File: src/rtl/cmdreg_pkg.sv
package cmdreg_pkg;
    localparam int BYTE_W   = 8;
    localparam int PD_BIT   = 0;
    localparam int LOAD_BIT = 1;

    localparam logic [BYTE_W-1:0] CMD_NOP   = 8'h00;
    localparam logic [BYTE_W-1:0] CMD_SLEEP = 8'h01;
    localparam logic [BYTE_W-1:0] CMD_WAKE  = 8'h02;
    localparam logic [BYTE_W-1:0] CMD_SRST  = 8'h03;
    localparam logic [BYTE_W-1:0] CMD_FREQ  = 8'h10;

    typedef enum logic [2:0] {
        PH_IDLE, PH_RX, PH_ACK, PH_TX, PH_MACK, PH_SKIP
    } phase_e;

    // position of a received byte inside a transfer
    typedef enum logic [1:0] {
        IDX_ADDR, IDX_CMD, IDX_DATA, IDX_MORE
    } idx_e;
endpackage

File: src/rtl/cmdreg_sync.sv
module cmdreg_sync #(
    parameter int STAGES = 2
) (
    input  logic clk,
    input  logic rst_n,
    input  logic scl_i,
    input  logic sda_i,
    output logic scl_o,
    output logic sda_o,
    output logic scl_rise,
    output logic scl_fall,
    output logic bus_start,
    output logic bus_stop
);
    typedef struct packed {
        logic [STAGES-1:0] scl;
        logic [STAGES-1:0] sda;
        logic              scl_old;
        logic              sda_old;
    } sync_t;

    sync_t s_d, s_q;

    always_comb begin
        s_d         = s_q;
        s_d.scl     = {s_q.scl[STAGES-2:0], scl_i};
        s_d.sda     = {s_q.sda[STAGES-2:0], sda_i};
        s_d.scl_old = s_q.scl[STAGES-1];
        s_d.sda_old = s_q.sda[STAGES-1];
    end

    always_ff @(posedge clk or negedge rst_n) begin
        if (!rst_n) s_q <= '1;
        else        s_q <= s_d;
    end

    assign scl_o     = s_q.scl[STAGES-1];
    assign sda_o     = s_q.sda[STAGES-1];
    assign scl_rise  = scl_o & ~s_q.scl_old;
    assign scl_fall  = ~scl_o & s_q.scl_old;
    assign bus_start = scl_o & s_q.scl_old & s_q.sda_old & ~sda_o;
    assign bus_stop  = scl_o & s_q.scl_old & ~s_q.sda_old & sda_o;
endmodule

File: src/rtl/cmdreg_link.sv
module cmdreg_link
    import cmdreg_pkg::*;
#(
    parameter logic [6:0] SLAVE_ADDR = 7'h2C
) (
    input  logic              clk,
    input  logic              rst_n,
    input  logic              sda_s,
    input  logic              scl_rise,
    input  logic              scl_fall,
    input  logic              bus_start,
    input  logic              bus_stop,
    input  logic              ack_ok,
    input  logic [BYTE_W-1:0] rd_data,
    output logic              sda_oe,
    output logic              byte_vld,
    output idx_e              byte_idx,
    output logic [BYTE_W-1:0] byte_val
);
    localparam logic [3:0] LAST_BIT = 4'(BYTE_W - 1);
    localparam logic [3:0] FULL     = 4'(BYTE_W);

    typedef struct packed {
        phase_e            phase;
        logic [3:0]        cnt;
        logic [BYTE_W-1:0] sh;
        idx_e              idx;
        logic              rd;
        logic              more;
        logic              oe;
    } link_t;

    link_t l_d, l_q;
    logic  take;

    assign byte_vld = (l_q.phase == PH_RX) && scl_fall && (l_q.cnt == FULL);
    assign byte_idx = l_q.idx;
    assign byte_val = l_q.sh;
    assign take     = (l_q.idx == IDX_ADDR) ? (l_q.sh[BYTE_W-1:1] == SLAVE_ADDR) : ack_ok;
    assign sda_oe   = l_q.oe;

    always_comb begin
        l_d = l_q;
        if (bus_start) begin
            l_d.phase = PH_RX;
            l_d.cnt   = '0;
            l_d.idx   = IDX_ADDR;
            l_d.rd    = 1'b0;
            l_d.oe    = 1'b0;
        end else if (bus_stop) begin
            l_d.phase = PH_IDLE;
            l_d.oe    = 1'b0;
        end else begin
            case (l_q.phase)
                PH_RX: begin
                    if (scl_rise && l_q.cnt != FULL) begin
                        l_d.sh  = {l_q.sh[BYTE_W-2:0], sda_s};
                        l_d.cnt = l_q.cnt + 4'd1;
                    end
                    if (byte_vld) begin
                        if (take) begin
                            l_d.phase = PH_ACK;
                            l_d.oe    = 1'b1;
                            if (l_q.idx == IDX_ADDR) l_d.rd = l_q.sh[0];
                        end else begin
                            l_d.phase = PH_SKIP;
                        end
                    end
                end
                PH_ACK: if (scl_fall) begin
                    l_d.cnt = '0;
                    if (l_q.rd) begin
                        l_d.phase = PH_TX;
                        l_d.sh    = rd_data;
                        l_d.oe    = ~rd_data[BYTE_W-1];
                    end else begin
                        l_d.phase = PH_RX;
                        l_d.oe    = 1'b0;
                        l_d.idx   = (l_q.idx == IDX_MORE) ? IDX_MORE : idx_e'(l_q.idx + 2'd1);
                    end
                end
                PH_TX: if (scl_fall) begin
                    if (l_q.cnt == LAST_BIT) begin
                        l_d.phase = PH_MACK;
                        l_d.oe    = 1'b0;
                    end else begin
                        l_d.cnt = l_q.cnt + 4'd1;
                        l_d.sh  = {l_q.sh[BYTE_W-2:0], 1'b0};
                        l_d.oe  = ~l_q.sh[BYTE_W-2];
                    end
                end
                PH_MACK: begin
                    if (scl_rise) l_d.more = ~sda_s;
                    if (scl_fall) begin
                        if (l_q.more) begin
                            l_d.phase = PH_TX;
                            l_d.cnt   = '0;
                            l_d.sh    = rd_data;
                            l_d.oe    = ~rd_data[BYTE_W-1];
                        end else begin
                            l_d.phase = PH_SKIP;
                        end
                    end
                end
                default: ;
            endcase
        end
    end

    always_ff @(posedge clk or negedge rst_n) begin
        if (!rst_n) l_q <= '{phase: PH_IDLE, idx: IDX_ADDR, default: '0};
        else        l_q <= l_d;
    end
endmodule

File: src/rtl/cmdreg_decode.sv
module cmdreg_decode
    import cmdreg_pkg::*;
#(
    parameter logic [BYTE_W-1:0] CTRL_RST = 8'h00,
    parameter logic [BYTE_W-1:0] FREQ_RST = 8'h80
) (
    input  logic              clk,
    input  logic              rst_n,
    input  logic              byte_vld,
    input  idx_e              byte_idx,
    input  logic [BYTE_W-1:0] byte_val,
    output logic              ack_ok,
    output logic [BYTE_W-1:0] ctrl_o,
    output logic [BYTE_W-1:0] freq_o
);
    typedef struct packed {
        logic [BYTE_W-1:0] ctrl;
        logic [BYTE_W-1:0] freq;
        logic              arm;
    } regs_t;

    regs_t r_d, r_q;
    logic  cmd_ok;

    always_comb begin
        case (byte_val)
            CMD_NOP, CMD_SLEEP, CMD_WAKE, CMD_SRST, CMD_FREQ: cmd_ok = 1'b1;
            default:                                          cmd_ok = 1'b0;
        endcase
    end

    assign ack_ok = (byte_idx == IDX_CMD)  ? cmd_ok :
                    (byte_idx == IDX_DATA) ? r_q.arm : 1'b0;

    always_comb begin
        r_d = r_q;
        if (byte_vld) begin
            case (byte_idx)
                IDX_ADDR: r_d.arm = 1'b0;
                IDX_CMD: if (cmd_ok) begin
                    r_d.arm = (byte_val == CMD_FREQ);
                    case (byte_val)
                        CMD_SLEEP: r_d.ctrl[PD_BIT] = 1'b1;
                        CMD_WAKE:  r_d.ctrl[PD_BIT] = 1'b0;
                        CMD_SRST:  r_d.ctrl         = CTRL_RST;
                        default: ;
                    endcase
                end
                IDX_DATA: if (r_q.arm) begin
                    r_d.freq          = byte_val;
                    r_d.ctrl[LOAD_BIT] = 1'b1;
                    r_d.arm           = 1'b0;
                end
                default: ;
            endcase
        end
    end

    always_ff @(posedge clk or negedge rst_n) begin
        if (!rst_n) r_q <= '{ctrl: CTRL_RST, freq: FREQ_RST, arm: 1'b0};
        else        r_q <= r_d;
    end

    assign ctrl_o = r_q.ctrl;
    assign freq_o = r_q.freq;
endmodule

File: src/rtl/cmdreg_top.sv
module cmdreg_top
    import cmdreg_pkg::*;
#(
    parameter logic [6:0]        SLAVE_ADDR  = 7'h2C,
    parameter int                SYNC_STAGES = 2,
    parameter logic [BYTE_W-1:0] CTRL_RST    = 8'h00,
    parameter logic [BYTE_W-1:0] FREQ_RST    = 8'h80
) (
    input  logic              clk,
    input  logic              rst_n,
    input  logic              scl_i,
    input  logic              sda_i,
    output logic              sda_oe,
    output logic [BYTE_W-1:0] ctrl_o,
    output logic [BYTE_W-1:0] freq_o,
    output logic              pdown_o
);
    logic              scl_s, sda_s, scl_rise, scl_fall, bus_start, bus_stop;
    logic              ack_ok, byte_vld;
    idx_e              byte_idx;
    logic [BYTE_W-1:0] byte_val;

    cmdreg_sync #(.STAGES(SYNC_STAGES)) i_sync (
        .clk(clk), .rst_n(rst_n), .scl_i(scl_i), .sda_i(sda_i),
        .scl_o(scl_s), .sda_o(sda_s), .scl_rise(scl_rise), .scl_fall(scl_fall),
        .bus_start(bus_start), .bus_stop(bus_stop)
    );

    cmdreg_link #(.SLAVE_ADDR(SLAVE_ADDR)) i_link (
        .clk(clk), .rst_n(rst_n), .sda_s(sda_s), .scl_rise(scl_rise),
        .scl_fall(scl_fall & ~scl_s), .bus_start(bus_start), .bus_stop(bus_stop),
        .ack_ok(ack_ok), .rd_data(ctrl_o), .sda_oe(sda_oe), .byte_vld(byte_vld),
        .byte_idx(byte_idx), .byte_val(byte_val)
    );

    cmdreg_decode #(.CTRL_RST(CTRL_RST), .FREQ_RST(FREQ_RST)) i_decode (
        .clk(clk), .rst_n(rst_n), .byte_vld(byte_vld), .byte_idx(byte_idx),
        .byte_val(byte_val), .ack_ok(ack_ok), .ctrl_o(ctrl_o), .freq_o(freq_o)
    );

    assign pdown_o = ctrl_o[PD_BIT];
endmodule

File: config.mk
export PLATFORM = sky130hd
export DESIGN_NAME = cmdreg_top
export DESIGN_NICKNAME = d
export VERILOG_FILES = /design/src/rtl/cmdreg_pkg.sv /design/src/rtl/cmdreg_sync.sv /design/src/rtl/cmdreg_link.sv /design/src/rtl/cmdreg_decode.sv /design/src/rtl/cmdreg_top.sv
export SDC_FILE = /design/constraint.sdc
export NUM_CORES = 1
export LEC_CHECK = 0
export BUFFER_PORTS_ARGS = -buffer_cell sky130_fd_sc_hd__buf_2
export CORE_ASPECT_RATIO = 1.4
export CORE_MARGIN = 8
export CORE_UTILIZATION = 60
export DETAILED_ROUTE_END_ITERATION = 10
export MAX_ROUTING_LAYER = met4
export PLACE_DENSITY = 0.87
export SYNTH_ARGS = -nofsm -noshare
export SYNTH_HDL_FRONTEND = slang
export SYNTH_HIERARCHICAL = 1
export SYNTH_SLANG_ARGS = --single-unit
export TNS_END_PERCENT = 10
File: constraint.sdc
create_clock -name clk -period 3.3 [get_ports clk]
set_input_delay 0.33 -clock clk [delete_from_list [all_inputs] [get_ports clk]]
set_output_delay 0.33 -clock clk [all_outputs]
set_load 0.01 [all_outputs]
==> impl_metrics.yaml, run 1 <==
setup_path:
  timing.critical_path.slowest_stage_cell: "dfstp_2"
  worst_ep_required_time_ps: 3480
  worst-r2r-cell-count: 5
  worstPathCellList: "and4b_1 > nor2_1 > o21ai_0 > or3_1 > mux2_4"
  setup.reg_to_reg.worst_slack_ps: 790
  startpoint_type: "flop"
  regToRegStartpoint: "i_sync/sda_o$_DFF_PN1_"
  worst_path_max_fanout: 10
  critPathTopFamily: "simple AND/OR/NAND/NOR gates"
  cpPeakStageDelay_ps: 580
  worstSetupPathType: "flop to flop"
  critical_path.endpoint_type: "flop"
  cp.buffers_inverters: 0
  destination_of_the_worst_register_to_register_timing_path: "i_link/byte_val[6]$_DFFE_PN0P_"
  worstPathArrival_ps: 2690
floorplan:
  fp.dieH_um: 88.43
  core_area_mm2: 0.003611
  width_of_the_die_um: 67.74
  num_rows: 26
  floorplan.initialDensity: 0.6227
  pin_count: 22
  dieArea_mm2: 0.005990
timing:
  final-setup-viol-count: 0
  finalWorstPathRequiredPeriod_ps: 2510
  setup_tns_ps: 0
  rsz0062_at_grt: "no"
  holdWs_ps: 108.6
  final_hold_violations: 0
  worst-slew-pin-transition_ps: 791.1
  fmax_mhz: 398.4
  maxSlewHeadroom: 0.4726
  clock-skew-final_ps: 7.495
  final_max_slew_viol_count: 0
  finalCritPeriodShare: 0.7606
final_layout:
  fillerInstances: 272
  syn_to_final_growth_pct: 0.8906
  design_area_mm2: 0.002268
  finalCoreUtilization: 0.6282
  final_cell_mix: "dfrtp_1, buf_2, mux2_2, nand2_1"
  num_antenna_cells: 0
  layout.nets: 215
  mostFrequentLayoutCell: "dfrtp_1"
  final_layout_size_suffix_gt1_frac: 0.2905
grt:
  global_route.overflow_total: 0
  initial_antenna_violation_count: 0
  largest_net_degree_at_the_start_of_global_routing: 38
  track_usage: 0.1718
  grt_first_pass_wirelength_um: 7583
  vias_in_the_first_global_route: 1542
power_and_ir_drop:
  powerDensity_mw_per_mm2: 622.6
  power.leakage_nw: 1.085
  irDropWorstVdd_v: 0.0005975
  total_design_power_w: 0.001412
  p_sw_frac: 0.3292
  cell_internal_pwr_w: 0.0009474
  sequentialPowerShare: 0.463
  power_switching_w: 0.0004649
  clock_power_share: 0.285
  comb_power_share: 0.251
drt:
  routed_via_density: 6.282
  num_vias: 1583
  dr.max_layer_used: "met4"
  initialDrtViolationCount: 75
  routed-wl-met2_um: 2412
  drc: 0
  route.layer.met1.wl_um: 1914
  met3WireLength_um: 213
  routed_wirelength_um: 4657
  drt.antenna.violating_nets: 0
  drt_pre_antenna_iters: 4
  wl_per_cell_um: 18.48
synth:
  synthesis.instances: 214
  postSynthRegisterBits: 37
  ys_warn_count: 6
  syn_area_per_cell_um2: 10.51
  number_of_enable_type_register_cells_in_the_synthesized_netlist: 0
  ys_seq_area_frac: 0.4157
  dominantRegCellSynth: "dfrtp_1"
  synth_async_sr_flop_share: 1.000
  synth_cell_type_count: 54
  post_synth_instance_area_mm2: 0.002248
placed_design:
  place.port_buffers: 15
  dp_hpwl_um: 3191
  gp_congestion: 0.9129
  post_dp_cell_area_mm2: 0.002153
clocking:
  clock_insertion_delay_worst_skew_ps: 300
  total_cts_buffers: 5
  cts_sinks: 37
  post_cts_resize_count: 0
  cts_buffer_depth: 2
  master_cell_of_the_clock_root_buffer: "clkbuf_8"
  hold_fix_buffers_at_cts: 0
  h-tree-depth: 2
  clkSlewWorstSetupHoldPaths_ps: 80
  post_cts_buffers: 0
  tritoncts: "built"
min_path:
  worst_hold_path_class: "primary input to async pin"
status:
  run_status: "finished clean"
job:
  max-cap-violations: 0
-- sequential cells by signal, summed over array words and instances (netlist names) --
signal / cells
i_link/sda_oe: 1
i_link/l_q: 9
i_sync/scl_o: 1
i_sync/sda_o: 1
i_sync/s_q: 2
i_sync/s_d: 2
i_decode/freq_o: 8
i_link/byte_val: 8
i_decode/r_q: 1
i_decode/ctrl_o: 2
i_link/byte_idx: 2
-- cells by family after synthesis --
kind of cell | after synthesis | synth area share
adders and majority gates | 2 | 0.01113
buffers and inverters | 40 | 0.1224
AOI/OAI and AO/OA | 38 | 0.1074
and+or+nand+nor | 72 | 0.2092
muxes | 24 | 0.1324
other | 1 | 0.001668
DFF | 37 | 0.4157
-- Yosys cell counts (all sizes together) (3+ instances only) --
library cell | number | area (µm²)
buf | 32 | 245.2
dfrtp | 30 | 750.7
mux2 | 22 | 277.8
nand2 | 13 | 48.80
a21oi | 11 | 55.05
nor2 | 11 | 41.29
o21ai | 10 | 50.04
dfstp | 7 | 183.9
inv | 7 | 26.28
nand3 | 7 | 35.03
nor2b | 6 | 45.04
a31oi | 4 | 25.02
and4b | 4 | 40.04
nand3b | 3 | 22.52
nand4 | 3 | 18.77
nor3 | 3 | 15.01
or3 | 3 | 18.77
or3b | 3 | 28.78
-- worst register-to-register path: cells and delay by family (launching register included) --
family	cells	cell delay, ps
multiplexers	1	400
flip-flops	1	580
AND/OR/NAND/NOR	3	1270
AO/OA/AOI/OAI	1	150
-- stage by stage --
| step | std cells | setup WS, ps |
|---|---|---|
| 2_1_floorplan | 219 | 1221 |
| 3_3_place_gp | 244 | 823.4 |
| 3_5_place_dp | 244 | 867.8 |
| 4_1_cts | 252 | 828.8 |
| 5_1_grt | 252 | 697.6 |
| 6_report | 252 | 790.0 |
-- worst max-delay path by stage --
stage                                      start                             end  slack, ps  cells after the start
after floorplan           i_sync/sda_o$_DFF_PN1_  i_link/byte_val[0]$_DFFE_PN0P_       1220                      7
after CTS                 i_sync/sda_o$_DFF_PN1_  i_link/byte_val[6]$_DFFE_PN0P_        830                      5
after global routing      i_sync/sda_o$_DFF_PN1_  i_link/byte_val[6]$_DFFE_PN0P_        700                      5
final                     i_sync/sda_o$_DFF_PN1_  i_link/byte_val[6]$_DFFE_PN0P_        790                      5
after detailed placement  i_sync/sda_o$_DFF_PN1_  i_link/byte_val[2]$_DFFE_PN0P_        870                      5
after global placement    i_sync/sda_o$_DFF_PN1_  i_link/byte_val[2]$_DFFE_PN0P_        820                      5
-- layer usage --
layer / GRT usage / vias to the layer above
li1: - / 735
met1: 0.1936 / 789
met2: 0.2774 / 49
met3: 0.03549 / 10
met4: 0.08969 / 0
met5: - / -
-- layout make-up --
cell class	count	area (µm²)	area share
Clock buffer	5	68.82	0.03034
Multi-Input combinational cell	142	1057	0.4661
Inverter	7	26.28	0.01158
Sequential cell	37	934.6	0.4120
Tap cell	42	52.55	0.02317
Clock inverter	3	46.29	0.02041
Timing Repair Buffer	16	82.58	0.03640
-- power groups by stage --
stage	sequential (W)	combinational (W)	clock, W
floorplan	0.000590	0.000382	0
global placement	0.000653	0.000322	0
detailed placement	0.000657	0.000335	0
CTS	0.000652	0.000354	0.000407
global route	0.000667	0.000384	0.000422
finish	0.000654	0.000355	0.000403
(Power assumes the default switching activity.)
==> inputs of run 2 (changes only) <==
--- a/config.mk
+++ b/config.mk
@@ -5,13 +5,14 @@
 export SDC_FILE = /design/constraint.sdc
 export NUM_CORES = 1
 export LEC_CHECK = 0
+export ABC_AREA = 1
 export BUFFER_PORTS_ARGS = -buffer_cell sky130_fd_sc_hd__buf_2
 export CORE_ASPECT_RATIO = 1.4
 export CORE_MARGIN = 8
 export CORE_UTILIZATION = 60
 export DETAILED_ROUTE_END_ITERATION = 10
 export MAX_ROUTING_LAYER = met4
-export PLACE_DENSITY = 0.87
+export PLACE_DENSITY = 0.86
 export SYNTH_ARGS = -nofsm -noshare
 export SYNTH_HDL_FRONTEND = slang
 export SYNTH_HIERARCHICAL = 1
==> constraint.sdc (replaced) <==
create_clock -name clk -period 2.4 [get_ports clk]
set_input_delay 0.24 -clock clk [delete_from_list [all_inputs] [get_ports clk]]
set_output_delay 0.24 -clock clk [all_outputs]
set_load 0.01 [all_outputs]
==> impl_metrics.yaml, run 2 <==
synth:
  synth_most_common_cell: "nand2_1"
  dominantRegCellSynth: "dfrtp_1"
  postSynthRegisterBits: 37
  number_of_enable_type_register_cells_in_the_synthesized_netlist: 0
  syn_area_per_cell_um2: 7.363
  post_synth_instance_area_mm2: 0.002496
  ys_seq_area_frac: 0.3744
  synthesis.instances: 339
  synth_cell_type_count: 30
  synth_async_sr_flop_share: 1.000
  synth_top_cells_by_area: "dfrtp_1, nand2_1, buf_4"
  netlist.top_cell.by_area: "dfrtp_1"
  netlist_top_cells_count: "nand2_1, nand3_1, inv_1"
  synth_top_area_frac: 0.3008
  ys_warn_count: 6
final_layout:
  largest_register_ffs: 9
  num_antenna_cells: 0
  layout.nets: 343
  instances_no_fill: 381
  design_area_mm2: 0.002544
  final_layout_size_suffix_gt1_frac: 0.2041
  largest-register: "i_link/l_q"
  final_cell_mix: "nand2_1, nand3_1, inv_1, dfrtp_1, nor2_1"
  syn_to_final_growth_pct: 1.905
  mostFrequentLayoutCell: "nand2_1"
grt:
  initial_antenna_violation_count: 0
  track_usage: 0.1686
  grt_first_pass_wirelength_um: 8811
  vias_in_the_first_global_route: 1987
  largest_net_degree_at_the_start_of_global_routing: 38
  global_route.overflow_total: 0
timing:
  final_max_slew_viol_count: 0
  worst-slew-pin-transition_ps: 792.9
  finalCritPeriodShare: 0.8892
  rsz0062_at_grt: "no"
  clock-skew-final_ps: 7.751
  fmax_mhz: 468.6
  maxSlewHeadroom: 0.4714
  setup_tns_ps: 0
  final-setup-viol-count: 0
  final_hold_violations: 0
  holdWs_ps: 30.96
  finalWorstPathRequiredPeriod_ps: 2134
  setup_slack_ps: 265.8
power_and_ir_drop:
  sequentialPowerShare: 0.326
  cell_internal_pwr_w: 0.001625
  clock_power_share: 0.180
  power.leakage_nw: 1.409
  powerDensity_mw_per_mm2: 1214
  comb_power_share: 0.494
  irDropWorstVdd_v: 0.0008004
  power_switching_w: 0.001462
  p_sw_frac: 0.4737
drt:
  wl_per_cell_um: 13.29
  routed_via_density: 5.333
  routed_wirelength_um: 5064
  initialDrtViolationCount: 84
  drt_pre_antenna_iters: 4
  num_vias: 2032
  drc: 0
  drt.antenna.violating_nets: 0
floorplan:
  num_rows: 27
  pin_count: 22
  core_area_mm2: 0.003953
  fp.dieH_um: 92.32
  dieArea_mm2: 0.006509
  floorplan.initialDensity: 0.6315
  width_of_the_die_um: 70.51
placed_design:
  gp_congestion: 0.9597
  dp_hpwl_um: 3818
  placed_cells_incl_taps: 373
  place.port_buffers: 15
  pre_cts_ws_ps: 155.6
  post_dp_cell_area_mm2: 0.002425
clocking:
  total_cts_buffers: 5
  post_cts_buffers: 0
  cts_buffer_depth: 2
  hold_fix_buffers_at_cts: 0
  master_cell_of_the_clock_root_buffer: "clkbuf_8"
  clkSlewWorstSetupHoldPaths_ps: 70
  tritoncts: "built"
  cts_sinks: 37
  post_cts_resize_count: 0
  h-tree-depth: 2
  clock_insertion_delay_worst_skew_ps: 290
setup_path:
  worstSetupPathType: "flop to flop"
  critical_path.endpoint_type: "flop"
  regToRegStartpoint: "i_sync/s_q[1]$_DFF_PN1_"
  worstPathArrival_ps: 2310
  startpoint_type: "flop"
  worst_ep_required_time_ps: 2570
  timing.critical_path.from: "i_sync/s_q[1]$_DFF_PN1_"
  worst_path_max_fanout: 12
min_path:
  worst_hold_path_class: "primary input to async pin"
job:
  max-cap-violations: 0
status:
  run_status: "finished clean"
## run 2: cell count changes after synthesis, moves of 5 or more
cell,previous run,this run
nand2_1,13,110
nand3_1,7,38
inv_1,7,35
nor2_1,11,26
mux2_2,14,2
a21oi_1,11,2
nand2_2,0,8
nor2_2,0,6
mux2_4,8,3
nor2b_1,5,0
## run 2: power by group through the flow
stage	Clock [W]	Combinational (W)	Sequential [W]
after floorplan	0	0.00138	0.000918
after global placement	0	0.00147	0.00101
after detailed placement	0	0.00151	0.00102
after CTS	0.000567	0.00152	0.00101
after global routing	0.000585	0.00173	0.00104
final	0.000555	0.00152	0.00101
## run 2: metrics by stage
step           utilization  power, W
6_report            0.6436  0.003087
5_1_grt             0.6436  0.003357
2_1_floorplan            -  0.002294
3_3_place_gp        0.6135  0.002475
3_5_place_dp        0.6135  0.002521
4_1_cts             0.6429  0.003089
## run 2: routing by layer
layer / vias to the layer above / routed length, µm / track usage
met2: 52 / 2679 / 0.2914
met4: 0 / 146 / 0.09076
li1: 1019 / - / -
met3: 15 / 259 / 0.04060
met1: 946 / 1978 / 0.1713
met5: - / 0 / -
## run 2: area by class of cell
type                            count  area [µm²]
Clock buffer                        7       86.33
Multi-Input combinational cell    238        1210
Fill cell                         362        1409
Timing Repair Buffer               16       82.58
Sequential cell                    37       934.6
Clock inverter                      1       30.03
Inverter                           39       146.4
Tap cell                           43       53.80
## run 2: worst paths after layout
check                                            endpoint  cells after the start  slack, ps
setup / recovery           i_decode/freq_o[6]$_DFFE_PN0P_                      8        270
min in group clk                  i_sync/s_d[3]$_DFF_PN1_                      1         50
hold reg to reg                    i_sync/sda_o$_DFF_PN1_                      0        360
max in group asynchronous      i_link/l_q[13]$_DFFE_PN0P_                      1       1870
hold / removal                i_decode/r_q[0]$_DFFE_PN0P_                      1         30
setup reg to reg           i_decode/freq_o[6]$_DFFE_PN0P_                      8        270
## run 2: cells by family after synthesis
| kind of cell | count (synthesis) | share of synthesized area |
|---|---|---|
| simple gates | 208 | 0.4005 |
| buf+inv | 69 | 0.1494 |
| flops | 37 | 0.3744 |
| compound gates | 16 | 0.03358 |
| mux | 5 | 0.02707 |
| fa+ha+maj | 2 | 0.01002 |
| other cells | 1 | 0.001502 |
| xor+xnor | 1 | 0.003509 |
## run 2: worst max-delay path, stage by stage (launching register included)
cell and delay [ps]:
dfstp_2 540, inv_1 40, nor2_1 70, inv_1 50
nor2_2 110, nand4_1 150, nor3_1 340, nand3_2 340
mux2_4 390
==> inputs of run 3 (changes only) <==
--- a/config.mk
+++ b/config.mk
@@ -6,13 +6,13 @@
 export NUM_CORES = 1
 export LEC_CHECK = 0
 export ABC_AREA = 1
-export BUFFER_PORTS_ARGS = -buffer_cell sky130_fd_sc_hd__buf_2
 export CORE_ASPECT_RATIO = 1.4
 export CORE_MARGIN = 8
 export CORE_UTILIZATION = 60
 export DETAILED_ROUTE_END_ITERATION = 10
+export DONT_BUFFER_PORTS = 1
 export MAX_ROUTING_LAYER = met4
-export PLACE_DENSITY = 0.86
+export PLACE_DENSITY = 0.82
 export SYNTH_ARGS = -nofsm -noshare
 export SYNTH_HDL_FRONTEND = slang
 export SYNTH_HIERARCHICAL = 1
==> impl_metrics.yaml, run 3 (synthesis results as in run 2) <==
min_path:
  worst_hold_path.endpoint: "i_sync/sda_o$_DFF_PN1_"
  min-delay-start: "i_sync/s_d[3]$_DFF_PN1_"
  worst_hold_path_class: "flop to flop"
  whs_path_depth: 0
power_and_ir_drop:
  powerDensity_mw_per_mm2: 1219
  cell_internal_pwr_w: 0.001624
  p_sw_frac: 0.4752
  power.leakage_nw: 1.366
  clock_power_share: 0.180
  sequentialPowerShare: 0.327
  irDropWorstVdd_v: 0.0007818
  power_switching_w: 0.001470
  comb_power_share: 0.493
final_layout:
  largest-register: "i_link/l_q"
  final_layout_size_suffix_gt1_frac: 0.1763
  multi_input_comb_area_mm2: 0.001215
  final_cell_mix: "nand2_1, nand3_1, inv_1, dfrtp_1, nor2_1"
  syn_to_final_growth_pct: 1.704
  design_area_mm2: 0.002539
  regArea_um2: 934.6
  layout.nets: 334
  num_antenna_cells: 0
  mostFrequentLayoutCell: "nand2_1"
  fillerInstances: 347
  largest_register_ffs: 9
timing:
  final_max_slew_viol_count: 0
  fmax_mhz: 464.3
  rsz0062_at_grt: "no"
  finalCritPeriodShare: 0.8975
  maxSlewHeadroom: 0.6346
  finalWorstPathRequiredPeriod_ps: 2154
  final_hold_violations: 0
  final-setup-viol-count: 0
  clock-skew-final_ps: 4.472
  setup_tns_ps: 0
  worst-slew-pin-transition_ps: 547.6
  holdWs_ps: 357.0
setup_path:
  worst-r2r-cell-count: 8
  destination_of_the_worst_register_to_register_timing_path: "i_decode/freq_o[6]$_DFFE_PN0P_"
  worstPathArrival_ps: 2330
  setup.reg_to_reg.worst_slack_ps: 250
  worst_ep_required_time_ps: 2570
  startpoint_type: "flop"
  regToRegStartpoint: "i_sync/s_q[1]$_DFF_PN1_"
  worstSetupPathType: "flop to flop"
  critical_path.endpoint_type: "flop"
  worst_path_max_fanout: 12
grt:
  track_usage: 0.1638
  vias_in_the_first_global_route: 1960
  grt_first_pass_wirelength_um: 8597
  global_route.overflow_total: 0
  initial_antenna_violation_count: 0
  largest_net_degree_at_the_start_of_global_routing: 38
clocking:
  clock_insertion_delay_worst_skew_ps: 290
  tritoncts: "built"
  cts_buffer_depth: 2
  clkSlewWorstSetupHoldPaths_ps: 70
  cts_sinks: 37
  master_cell_of_the_clock_root_buffer: "clkbuf_8"
  post_cts_buffers: 0
  total_cts_buffers: 5
  h-tree-depth: 2
floorplan:
  pin_count: 22
  dieArea_mm2: 0.006509
  num_rows: 27
  floorplan.initialDensity: 0.6315
  core_area_mm2: 0.003953
  width_of_the_die_um: 70.51
  fp.dieH_um: 92.32
drt:
  initialDrtViolationCount: 170
  routed_via_density: 5.492
  drt.antenna.violating_nets: 0
  drt_pre_antenna_iters: 4
  wl_per_cell_um: 13.57
  drc: 0
  routed_wirelength_um: 5049
  num_vias: 2043
job:
  max-cap-violations: 0
placed_design:
  dp_hpwl_um: 3723
  place.port_buffers: 0
  post_dp_cell_area_mm2: 0.002365
  gp_congestion: 0.8896
status:
  run_status: "finished clean"
[run 3: cell count changes in the layout (fill, tap and decap cells not counted)]
cell,delta
dlygate4sd3_1,+3
buf_2,-15
buf_12,+1
nor3_1,-1
nor3_2,+1
buf_4,+2
[run 3: through the flow]
| step | setup WS, ps | utilization | power (W) | instances |
|---|---|---|---|---|
| after floorplan | 336.9 | - | 0.002294 | 344 |
| after global placement | 250.0 | 0.5983 | 0.002460 | 360 |
| after detailed placement | 236.5 | 0.5983 | 0.002502 | 360 |
| after CTS | 194.9 | 0.6404 | 0.003090 | 372 |
| after global routing | 105.9 | 0.6423 | 0.003350 | 372 |
| final | 246.1 | 0.6423 | 0.003094 | 372 |
[run 3: power by group through the flow]
stage	registers [W]	clock network, W	logic [W]
6_report	0.00101	0.000557	0.00152
5_1_grt	0.00103	0.000585	0.00173
4_1_cts	0.00101	0.000566	0.00151
3_5_place_dp	0.00102	0	0.00148
3_3_place_gp	0.00102	0	0.00144
2_1_floorplan	0.000918	0	0.00138
[run 3: timing repair]
action                                  CTS  global route
endpoints found under the setup margin    0            11
resized for setup                         0             2
hold buffers                              4             0
hold endpoints to repair                 39             0
[run 3: critical path, stage by stage, from the launching register on]
cell	delay (ps)
dfstp_2	540
inv_1	40
nor2_1	70
inv_1	50
nor2_2	100
nand4_1	220
nor3_2	310
nand3_2	320
mux2_4	380
[run 3: routing by layer]
metal,part of all wire,up-vias,GRT usage
li1,-,1002,-
met1,0.39,944,0.1652
met2,0.52,75,0.2831
met3,0.060,22,0.03632
met4,0.037,0,0.09580
met5,0,-,-
[run 3: layout make-up]
type / instances / share of cell area
Clock inverter: 1 / 0.01183
Inverter: 39 / 0.05766
Clock buffer: 7 / 0.03401
Tap cell: 43 / 0.02119
Sequential cell: 37 / 0.3682
Timing Repair Buffer: 7 / 0.02859
Multi-Input combinational cell: 238 / 0.4786
[run 3: worst max path at each step]
stage,cells after the start,slack [ps],from,endpoint
2_1_floorplan,9,340,i_sync/s_q[1]$_DFF_PN1_,i_decode/freq_o[2]$_DFFE_PN0P_
5_1_grt,8,110,i_sync/s_q[1]$_DFF_PN1_,i_decode/freq_o[2]$_DFFE_PN0P_
3_3_place_gp,8,250,i_sync/s_q[1]$_DFF_PN1_,i_decode/freq_o[2]$_DFFE_PN0P_
6_report,8,250,i_sync/s_q[1]$_DFF_PN1_,i_decode/freq_o[6]$_DFFE_PN0P_
4_1_cts,8,190,i_sync/s_q[1]$_DFF_PN1_,i_decode/freq_o[6]$_DFFE_PN0P_
3_5_place_dp,9,240,i_sync/sda_o$_DFF_PN1_,i_link/byte_val[3]$_DFFE_PN0P_
